[src/rtl/cbl_pkg.sv]
package cbl_pkg;

    localparam int TAP_W    = 12;
    localparam int NTAP     = 7;
    localparam int NPHASE   = 16;
    localparam int NSTORED  = NPHASE / 2 + 1;
    localparam int WORD_W   = 32;
    localparam int PH_W     = $clog2(NPHASE);
    localparam int ROW_W    = NTAP * TAP_W;
    localparam int PH_STEP  = 4;
    localparam int BANK_STEP = NPHASE * PH_STEP;

    typedef logic [TAP_W-1:0] tap_t;
    typedef tap_t [NTAP-1:0]  row_t;

    typedef enum logic [1:0] {
        SLOT_HEAD = 2'd0,
        SLOT_MID  = 2'd1,
        SLOT_TAIL = 2'd2
    } slot_e;

    typedef struct packed {
        logic [PH_W-1:0] phase;
        slot_e           slot;
    } pos_t;

    function automatic logic [PH_W-1:0] src_phase(input logic [PH_W-1:0] ph);
        logic [PH_W:0] wide;
        wide = (PH_W+1)'(NPHASE) - {1'b0, ph};
        return (ph < PH_W'(NSTORED)) ? ph : wide[PH_W-1:0];
    endfunction

    function automatic logic [WORD_W-1:0] pack_word(input row_t s, input slot_e w);
        logic [WORD_W-1:0] r;
        case (w)
            SLOT_HEAD: r = {4'h0, s[0], s[1], s[2][11:8]};
            SLOT_MID:  r = {4'h0, s[2][7:0], s[3], s[4][11:4]};
            default:   r = {4'h0, s[4][3:0], s[5], s[6]};
        endcase
        return r;
    endfunction

endpackage

[src/rtl/cbl_seq.sv]
module cbl_seq
    import cbl_pkg::*;
(
    input  logic clk,
    input  logic rst,
    input  logic start,
    input  logic wr_ready,
    output logic busy,
    output logic accept,
    output pos_t pos,
    output logic done
);

    logic fire;
    logic last;

    assign accept = start && !busy;
    assign fire   = busy && wr_ready;
    assign last   = (pos.phase == PH_W'(NPHASE - 1)) && (pos.slot == SLOT_TAIL);

    always_ff @(posedge clk) begin
        if (rst) begin
            busy <= 1'b0;
            done <= 1'b0;
            pos  <= '{phase: '0, slot: SLOT_HEAD};
        end else begin
            done <= 1'b0;
            if (accept) begin
                busy <= 1'b1;
                pos  <= '{phase: '0, slot: SLOT_HEAD};
            end else if (fire) begin
                if (last) begin
                    busy <= 1'b0;
                    done <= 1'b1;
                end else if (pos.slot == SLOT_TAIL) begin
                    pos.slot  <= SLOT_HEAD;
                    pos.phase <= pos.phase + 1'b1;
                end else begin
                    pos.slot <= slot_e'(pos.slot + 2'd1);
                end
            end
        end
    end

    AST_DONE_ONE_CYCLE: assert property (@(posedge clk) disable iff (rst)
        done |=> !done);
    AST_DONE_AFTER_LAST: assert property (@(posedge clk) disable iff (rst)
        done |-> ($past(fire) && $past(last) && !busy));
    AST_START_IGNORED: assert property (@(posedge clk) disable iff (rst)
        (busy && start && !(fire && last)) |=> (busy && $stable(pos) || $past(fire)));

endmodule

[src/rtl/cbl_pack.sv]
module cbl_pack
    import cbl_pkg::*;
(
    input  pos_t                pos,
    input  logic                five_tap,
    input  logic [ROW_W-1:0]    tbl_row,
    output logic [PH_W-1:0]     tbl_phase,
    output logic [WORD_W-1:0]   data
);

    row_t raw;
    row_t ordered;
    row_t slots;
    logic mirror;

    assign tbl_phase = src_phase(pos.phase);
    assign mirror    = (pos.phase >= PH_W'(NSTORED));

    for (genvar k = 0; k < NTAP; k++) begin : g_tap
        assign raw[k]     = tbl_row[k*TAP_W +: TAP_W];
        assign ordered[k] = mirror ? raw[NTAP-1-k] : raw[k];
        if (k < NTAP - 2) begin : g_lead
            assign slots[k] = five_tap ? ordered[k+1] : ordered[k];
        end else begin : g_trail
            assign slots[k] = five_tap ? '0 : ordered[k];
        end
    end

    assign data = pack_word(slots, pos.slot);

endmodule

[src/rtl/mirrored_coef_loader.sv]
module mirrored_coef_loader
    import cbl_pkg::*;
#(
    parameter int ADDR_W = 16
) (
    input  logic                  clk,
    input  logic                  rst,
    input  logic                  start,
    input  logic                  five_tap,
    input  logic [ADDR_W-1:0]     base_addr,
    output logic [3:0]            tbl_phase,
    input  logic [83:0]           tbl_row,
    output logic [ADDR_W-1:0]     wr_addr,
    output logic [31:0]           wr_data,
    output logic                  wr_valid,
    input  logic                  wr_ready,
    output logic                  busy,
    output logic                  done
);

    localparam int SLOT_SH = $clog2(BANK_STEP);
    localparam int PH_SH   = $clog2(PH_STEP);

    pos_t              pos;
    logic              accept;
    logic              five_q;
    logic [ADDR_W-1:0] base_q;
    logic [ADDR_W-1:0] ph_off;
    logic [ADDR_W-1:0] slot_off;

    cbl_seq u_seq (
        .clk      (clk),
        .rst      (rst),
        .start    (start),
        .wr_ready (wr_ready),
        .busy     (busy),
        .accept   (accept),
        .pos      (pos),
        .done     (done)
    );

    cbl_pack u_pack (
        .pos       (pos),
        .five_tap  (five_q),
        .tbl_row   (tbl_row),
        .tbl_phase (tbl_phase),
        .data      (wr_data)
    );

    always_ff @(posedge clk) begin
        if (rst) begin
            five_q <= 1'b0;
            base_q <= '0;
        end else if (accept) begin
            five_q <= five_tap;
            base_q <= base_addr;
        end
    end

    assign ph_off   = ADDR_W'(pos.phase) << PH_SH;
    assign slot_off = ADDR_W'(pos.slot) << SLOT_SH;
    assign wr_addr  = base_q + slot_off + ph_off;
    assign wr_valid = busy;

    AST_HOLD_UNDER_STALL: assert property (@(posedge clk) disable iff (rst)
        (wr_valid && !wr_ready) |=> (wr_valid && $stable(wr_addr) && $stable(wr_data)));
    AST_TOP_NIBBLE_ZERO: assert property (@(posedge clk) disable iff (rst)
        wr_valid |-> (wr_data[31:28] == 4'h0));
    AST_DONE_NO_VALID: assert property (@(posedge clk) disable iff (rst)
        done |-> !wr_valid);
    AST_PHASE_FOLD: assert property (@(posedge clk) disable iff (rst)
        wr_valid |-> (tbl_phase <= 4'(NSTORED - 1)));

endmodule

[config.mk]
export PLATFORM = sky130hd
export DESIGN_NAME = mirrored_coef_loader
export DESIGN_NICKNAME = d
export VERILOG_FILES = /design/src/rtl/cbl_pkg.sv /design/src/rtl/cbl_seq.sv /design/src/rtl/cbl_pack.sv /design/src/rtl/mirrored_coef_loader.sv
export SDC_FILE = /design/constraint.sdc
export NUM_CORES = 1
export LEC_CHECK = 0
export BUFFER_PORTS_ARGS = -buffer_cell sky130_fd_sc_hd__buf_2
export CAP_MARGIN = 20
export CORE_ASPECT_RATIO = 0.6
export CORE_MARGIN = 3
export CORE_UTILIZATION = 54
export CTS_CLUSTER_SIZE = 14
export DETAILED_ROUTE_END_ITERATION = 8
export PLACE_DENSITY_LB_ADDON = 0.1
export SLEW_MARGIN = 15
export SYNTH_ARGS = -nofsm -noshare
export SYNTH_HDL_FRONTEND = slang
export SYNTH_SLANG_ARGS = --single-unit
[constraint.sdc]
create_clock -name clk -period 5.5 [get_ports clk]
set_clock_uncertainty 0.05 [all_clocks]
set_input_delay 0.825 -clock clk [delete_from_list [all_inputs] [get_ports clk]]
set_output_delay 0.825 -clock clk [all_outputs]
set_load 0.02 [all_outputs]
==> impl_metrics.ini, run 1 <==
[status]
outcome = completed

[placed_design]
gp_congestion = 0.964
dp_hpwl_mm = 10.4
placed_area_um2 = 4520
io_buffers = 155

[setup_path]
cp-start-kind = register
crit_required_ns = 4.62
crit_family = simple AND/OR/NAND/NOR gates
cp_max_fo = 49
cp.depth = 7
slowest_delay_ns = 0.63
critPathBufInv = 2
reg2reg_depth = 4
cp_data_arrival_time_ns = 3.32
crit_chain = inv_1 -> ha_1 -> or3b_4 -> nand2_4 -> mux4_2 -> a221o_1 -> buf_2
end_kind = output pin
critPathKind = reg -> out
slowest_stage = or3b_4

[sta]
slew_headroom = 0.198
slew_violations = 0
max_freq_ghz = 0.238
min_period_ns = 4.20
setup_tns_ns = 0
tightest_slew_ns = 1.20
finalCritPeriodShare = 0.763
rsz0062_at_grt = no
finalHoldViolCount = 0
setup_violations = 0

[power_and_ir_drop]
seqPwrFrac = 0.313
p_leak_uw = 0.00197
power_frac_comb = 0.431
switching_share = 0.378
internal_power_uw = 404
ir_worst_vdd_mv = 0.0981
clkPwrFrac = 0.256
p_per_area_nw_per_um2 = 141
p_sw_uw = 246

[detailed_routing]
viasPerCell = 6.92
drtIter0Drc = 766
wl_per_cell_um = 20.1
via_count = 4948
ant_nets = 0
wirelength_mm = 14.4
drcViolationCount = 0
drt_first_pass_iters = 7

[clocking]
cts_buffers = 3
cts_resized = 0
post_cts_buffers = 0
cts_max_path_buffers = 2
cts_sinks = 25
holdBufCountCts = 0
cts_tree = built
clock_latency_ns = 0.27
cts_max_level = 1
clk_pin_slew_ns = 0.07
cts_root_buf = clkbuf_16

[cells_and_area]
postLayoutCellArea_um2 = 4600
fin_util = 0.674
layout.nets = 744
layout-drive-gt1-share = 0.326
fillers = 590
antenna_cells = 0
area_delta_synth_final_pct = 18.5

[logic_synthesis]
synth_edf_count = 0
ys_seq_area_frac = 0.129
synthArstFlopShare = 0
yosys_warnings = 0
syn_avg_cell_area_um2 = 7.45
synth_cells = 521
synthFlopType = dfxtp_1
synth_seq_cells = 25
synthDistinctLibCells = 66
netlist_area_um2 = 3880

[run]
max_cap_viol_count = 0

[global_routing]
grt_pass1_vias = 4498
grt.overflow.total = 0
grt_pass1_wl_mm = 22.3
antenna_found_initial = 0
track_usage = 0.331
grt_max_degree = 61

[die]
rows = 23
dieWidth_um = 115
pin_count = 160
die_area_um2 = 8270
die_h_um = 71.7
start_util = 0.569
coreArea_um2 = 6820

[min_path]
hp-class = reg -> reg
hold_path_depth = 2
## registers in the layout (all words and copies together), names as in the netlist
signal and count:
base_q 16, u_seq.pos 6, five_q 1, u_seq.busy 1, u_seq.done 1
## Yosys cell counts, drive strengths merged (9+ instances only)
cell    number  area, um^2
nand2       49         191
o21ai       48         240
nand3       35         175
clkbuf      33         124
a21oi       32         160
buf         28         188
dfxtp       25         500
nor2        24        97.6
mux2        20         225
a211oi      14         105
mux4        12         270
xnor2       12         105
and3        11        68.8
inv         11        41.3
a221o       10         100
and2        10        62.6
a211o        9        78.8
a221oi       9        78.8
ha           9         113
nand4        9        56.3
nor2b        9        56.3
## kinds of logic after synthesis
| kind of cell | Yosys count | synth area share |
|---|---|---|
| flops | 25 | 0.129 |
| simple gates | 170 | 0.230 |
| buf+inv | 72 | 0.0909 |
| compound gates | 191 | 0.341 |
| mux | 37 | 0.141 |
| xor+xnor | 15 | 0.0339 |
| fa+ha+maj | 10 | 0.0342 |
| other cells | 1 | 0.000966 |
## power by group through the flow
stage	clock network (uW)	logic, uW	registers [uW]
floorplan	0	174	199
global placement	0	269	206
detailed placement	0	273	207
CTS	169	274	203
global route	180	299	205
finish	166	280	204
## worst paths after layout
| check | from | to | slack (ns) |
|---|---|---|---|
| min | base_q[1]$_SDFFE_PP0P_ | base_q[1]$_SDFFE_PP0P_ | 0.41 |
| min reg2reg | base_q[1]$_SDFFE_PP0P_ | base_q[1]$_SDFFE_PP0P_ | 0.41 |
| max reg2reg | u_seq.pos[1]$_SDFFE_PP0P_ | u_seq.pos[5]$_SDFFE_PP0P_ | 3.36 |
| max | u_seq.pos[3]$_SDFFE_PP0P_ | wr_data[27] | 1.30 |
## layer usage
metal  wire (um)  track usage  vias up  share of wire
met4         227       0.0729        0          0.016
met3        2090       0.0996       31           0.15
met5           0            0        -              0
li1            -            -     2212              -
met2        5930        0.472      416           0.41
met1        6140        0.489     2289           0.43
## layout by cell type, fill, tap and decap left out, drive strengths merged, types with 10 or more instances in the layout
cell,count
buf,161
nand2,49
o21ai,48
nand3,35
a21oi,32
dfxtp,25
nor2,24
mux2,20
a211oi,14
mux4,12
xnor2,12
and3,11
inv,11
and2,10
a221o,10
## worst register-to-register path, cell delays in order, from the launching register on
cell and delay [ns]:
dfxtp_1 0.96, nand4b_1 0.45, nor3_1 0.33, xnor2_1 0.16
nor2_1 0.07
## cell type report
cell class / instances / area [um^2] / share of cell area
Multi-Input combinational cell: 427 / 3040 / 0.662
Timing Repair Buffer: 161 / 821 / 0.179
Sequential cell: 25 / 503 / 0.109
Tap cell: 87 / 109 / 0.0237
Clock buffer: 3 / 75.1 / 0.0163
Inverter: 11 / 41.3 / 0.00898
Clock inverter: 1 / 5.00 / 0.00109
## metrics by stage
step | instances | worst slack (ns) | hold WS (ns) | total power (uW)
after floorplan | 524 | 2.31 | 0.387 | 373
after global placement | 711 | 1.73 | 0.390 | 475
after detailed placement | 711 | 1.65 | 0.397 | 480
after CTS | 715 | 1.35 | 0.406 | 646
after global routing | 715 | 1.16 | 0.418 | 684
final | 715 | 1.30 | 0.406 | 650
Power figures use the tool's default switching activity.
==> run 2: changes to the inputs <==
--- a/config.mk
+++ b/config.mk
@@ -9,7 +9,7 @@
 export CAP_MARGIN = 20
 export CORE_ASPECT_RATIO = 0.6
 export CORE_MARGIN = 3
-export CORE_UTILIZATION = 54
+export CORE_UTILIZATION = 50
 export CTS_CLUSTER_SIZE = 14
 export DETAILED_ROUTE_END_ITERATION = 8
 export PLACE_DENSITY_LB_ADDON = 0.1
==> constraint.sdc (replaced) <==
create_clock -name clk -period 4 [get_ports clk]
set_clock_uncertainty 0.05 [all_clocks]
set_input_delay 0.6 -clock clk [delete_from_list [all_inputs] [get_ports clk]]
set_output_delay 0.6 -clock clk [all_outputs]
set_load 0.02 [all_outputs]
==> run 2 against run 1 <==
  * Via count shrank 1.8%
  * Final cell count grew 3.6%
  * Die area grew 7.4%
  * Cell area grew 2.3%
  * Setup slack lost 0.95 ns
  * Combinational power grew 40%
  * Sequential share of layout area shrank 0.24 points
  * Hold slack lost 0.0014 ns
  * Sequential power grew 34%
  * Clock power grew 40%
  * Clock-buffer cell count is the same
  * Register-to-register slack lost 1.3 ns
  * Critical endpoint is now wr_data[12]
  * Largest cell class unchanged
==> impl_metrics.ini, run 2 (synthesized netlist as in run 1, its figures left out) <==
[cells_and_area]
layout-drive-gt1-share = 0.336
multi_input_area_um2 = 3040
largest_register_ffs = 16
fillers = 727
final_cell_mix = buf_2 (155), nand2_1 (48), o21ai_0 (44), nand3_1 (35), a21oi_1 (32)
layout.nets = 753
antenna_cells = 0
largestRegisters = base_q: 16 flops, u_seq.pos: 6 flops
seq_area_um2 = 503
max_flop_register = base_q
final_common_cell = buf_2
area_delta_synth_final_pct = 21.2

[detailed_routing]
via_count = 4861
drt_first_pass_iters = 7
drtIter0Drc = 662
drcViolationCount = 0
wl_per_cell_um = 19.3
wirelength_mm = 14.3
viasPerCell = 6.56
ant_nets = 0

[die]
die_h_um = 74.2
coreArea_um2 = 7390
die_area_um2 = 8890
rows = 24
pin_count = 160
dieWidth_um = 120
start_util = 0.525

[power_and_ir_drop]
p_per_area_nw_per_um2 = 191
total_power_uw = 897
p_leak_uw = 0.00202
ir_worst_vdd_mv = 0.150

[sta]
max_freq_ghz = 0.275
rsz0062_at_grt = no
finalHoldViolCount = 0
slew_violations = 0
setup_violations = 0
fin_ws_ns = 0.358
min_period_ns = 3.64
setup_tns_ns = 0
slew_headroom = 0.423
tightest_slew_ns = 0.862
finalCritPeriodShare = 0.911

[status]
outcome = completed

[clocking]
cts_buffers = 3
holdBufCountCts = 0
cts_max_level = 1
clk_pin_slew_ns = 0.07
cts_sinks = 25
cts_max_path_buffers = 2
cts_root_buf = clkbuf_16
post_cts_buffers = 0
cts_tree = built
clock_latency_ns = 0.27
cts_resized = 0

[setup_path]
r2r_start = u_seq.pos[1]$_SDFFE_PP0P_
crit_required_ns = 3.35
slowest_delay_ns = 0.46
reg2reg_depth = 5
crit_chain = inv_1 -> ha_1 -> or3b_4 -> nand2_4 -> buf_4 -> mux2_1 -> a221o_1 -> buf_2
rrSetupSlack_ns = 2.04
reg2reg_to = u_seq.pos[4]$_SDFFE_PP0P_
end_kind = output pin
critPathKind = reg -> out
cp_data_arrival_time_ns = 2.99
cp_max_fo = 21
cp-start-kind = register
slowest_stage = dfxtp_1
critPathBufInv = 3
crit_family = simple AND/OR/NAND/NOR gates

[global_routing]
grt_pass1_vias = 4356
track_usage = 0.305
antenna_found_initial = 0
grt_max_degree = 54
grt_pass1_wl_mm = 22.3
grt.overflow.total = 0

[min_path]
hp-class = reg -> reg
min_from = base_q[1]$_SDFFE_PP0P_
hold_path_depth = 2
hold_end = base_q[1]$_SDFFE_PP0P_

[run]
max_cap_viol_count = 0

[placed_design]
gp_congestion = 0.962
dp_hpwl_mm = 10.4
pre_cts_ws_ns = 0.692
io_buffers = 155
-- run 2: report_power, final --
part | internal [uW] | leakage, uW | total [uW] | switching (uW)
logic | 164 | 0.00177 | 391 | 227
registers | 260 | 0.000205 | 273 | 13.4
clock network | 135 | 0.0000409 | 232 | 97.0
total | 559 | 0.00202 | 897 | 337
-- run 2: through the flow --
stage	instance area [um^2]	hold slack [ns]	util	cells
2_1_floorplan	3890	0.387	-	524
3_3_place_gp	4610	0.389	0.624	736
3_5_place_dp	4620	0.395	0.626	737
4_1_cts	4700	0.404	0.637	741
5_1_grt	4700	0.422	0.637	741
6_report	4700	0.405	0.637	741
-- run 2: how the worst max path moves through the flow --
stage / cells past startpoint / end / startpoint
after floorplan: 7 / wr_data[4] / u_seq.pos[3]$_SDFFE_PP0P_
after global placement: 8 / wr_data[12] / u_seq.pos[3]$_SDFFE_PP0P_
after detailed placement: 8 / wr_data[12] / u_seq.pos[3]$_SDFFE_PP0P_
after CTS: 8 / wr_data[12] / u_seq.pos[3]$_SDFFE_PP0P_
after global routing: 7 / wr_data[7] / u_seq.pos[3]$_SDFFE_PP0P_
final: 8 / wr_data[12] / u_seq.pos[3]$_SDFFE_PP0P_
-- run 2: tightest hold or removal path: cells and delay by family, from the launching register on --
| kind | cells | cell delay (ns) |
|---|---|---|
| flip-flops | 1 | 0.31 |
| AO/OA/AOI/OAI | 1 | 0.05 |
| AND/OR/NAND/NOR | 1 | 0.05 |
-- run 2: layer usage --
metal,vias to the layer above,track usage,share of wire
li1,2228,-,-
met1,2245,0.448,0.44
met2,367,0.464,0.43
met3,21,0.0684,0.13
met4,0,0.0558,0.0099
met5,-,0,0
-- run 2: layout make-up --
type                    count  area share
multi-input cells         427       0.647
repair buffers            170       0.192
flip-flops and latches     25       0.107
well taps                 104      0.0277
clock buffers               3      0.0160
inverters                  11     0.00878
clock inverters             1     0.00106
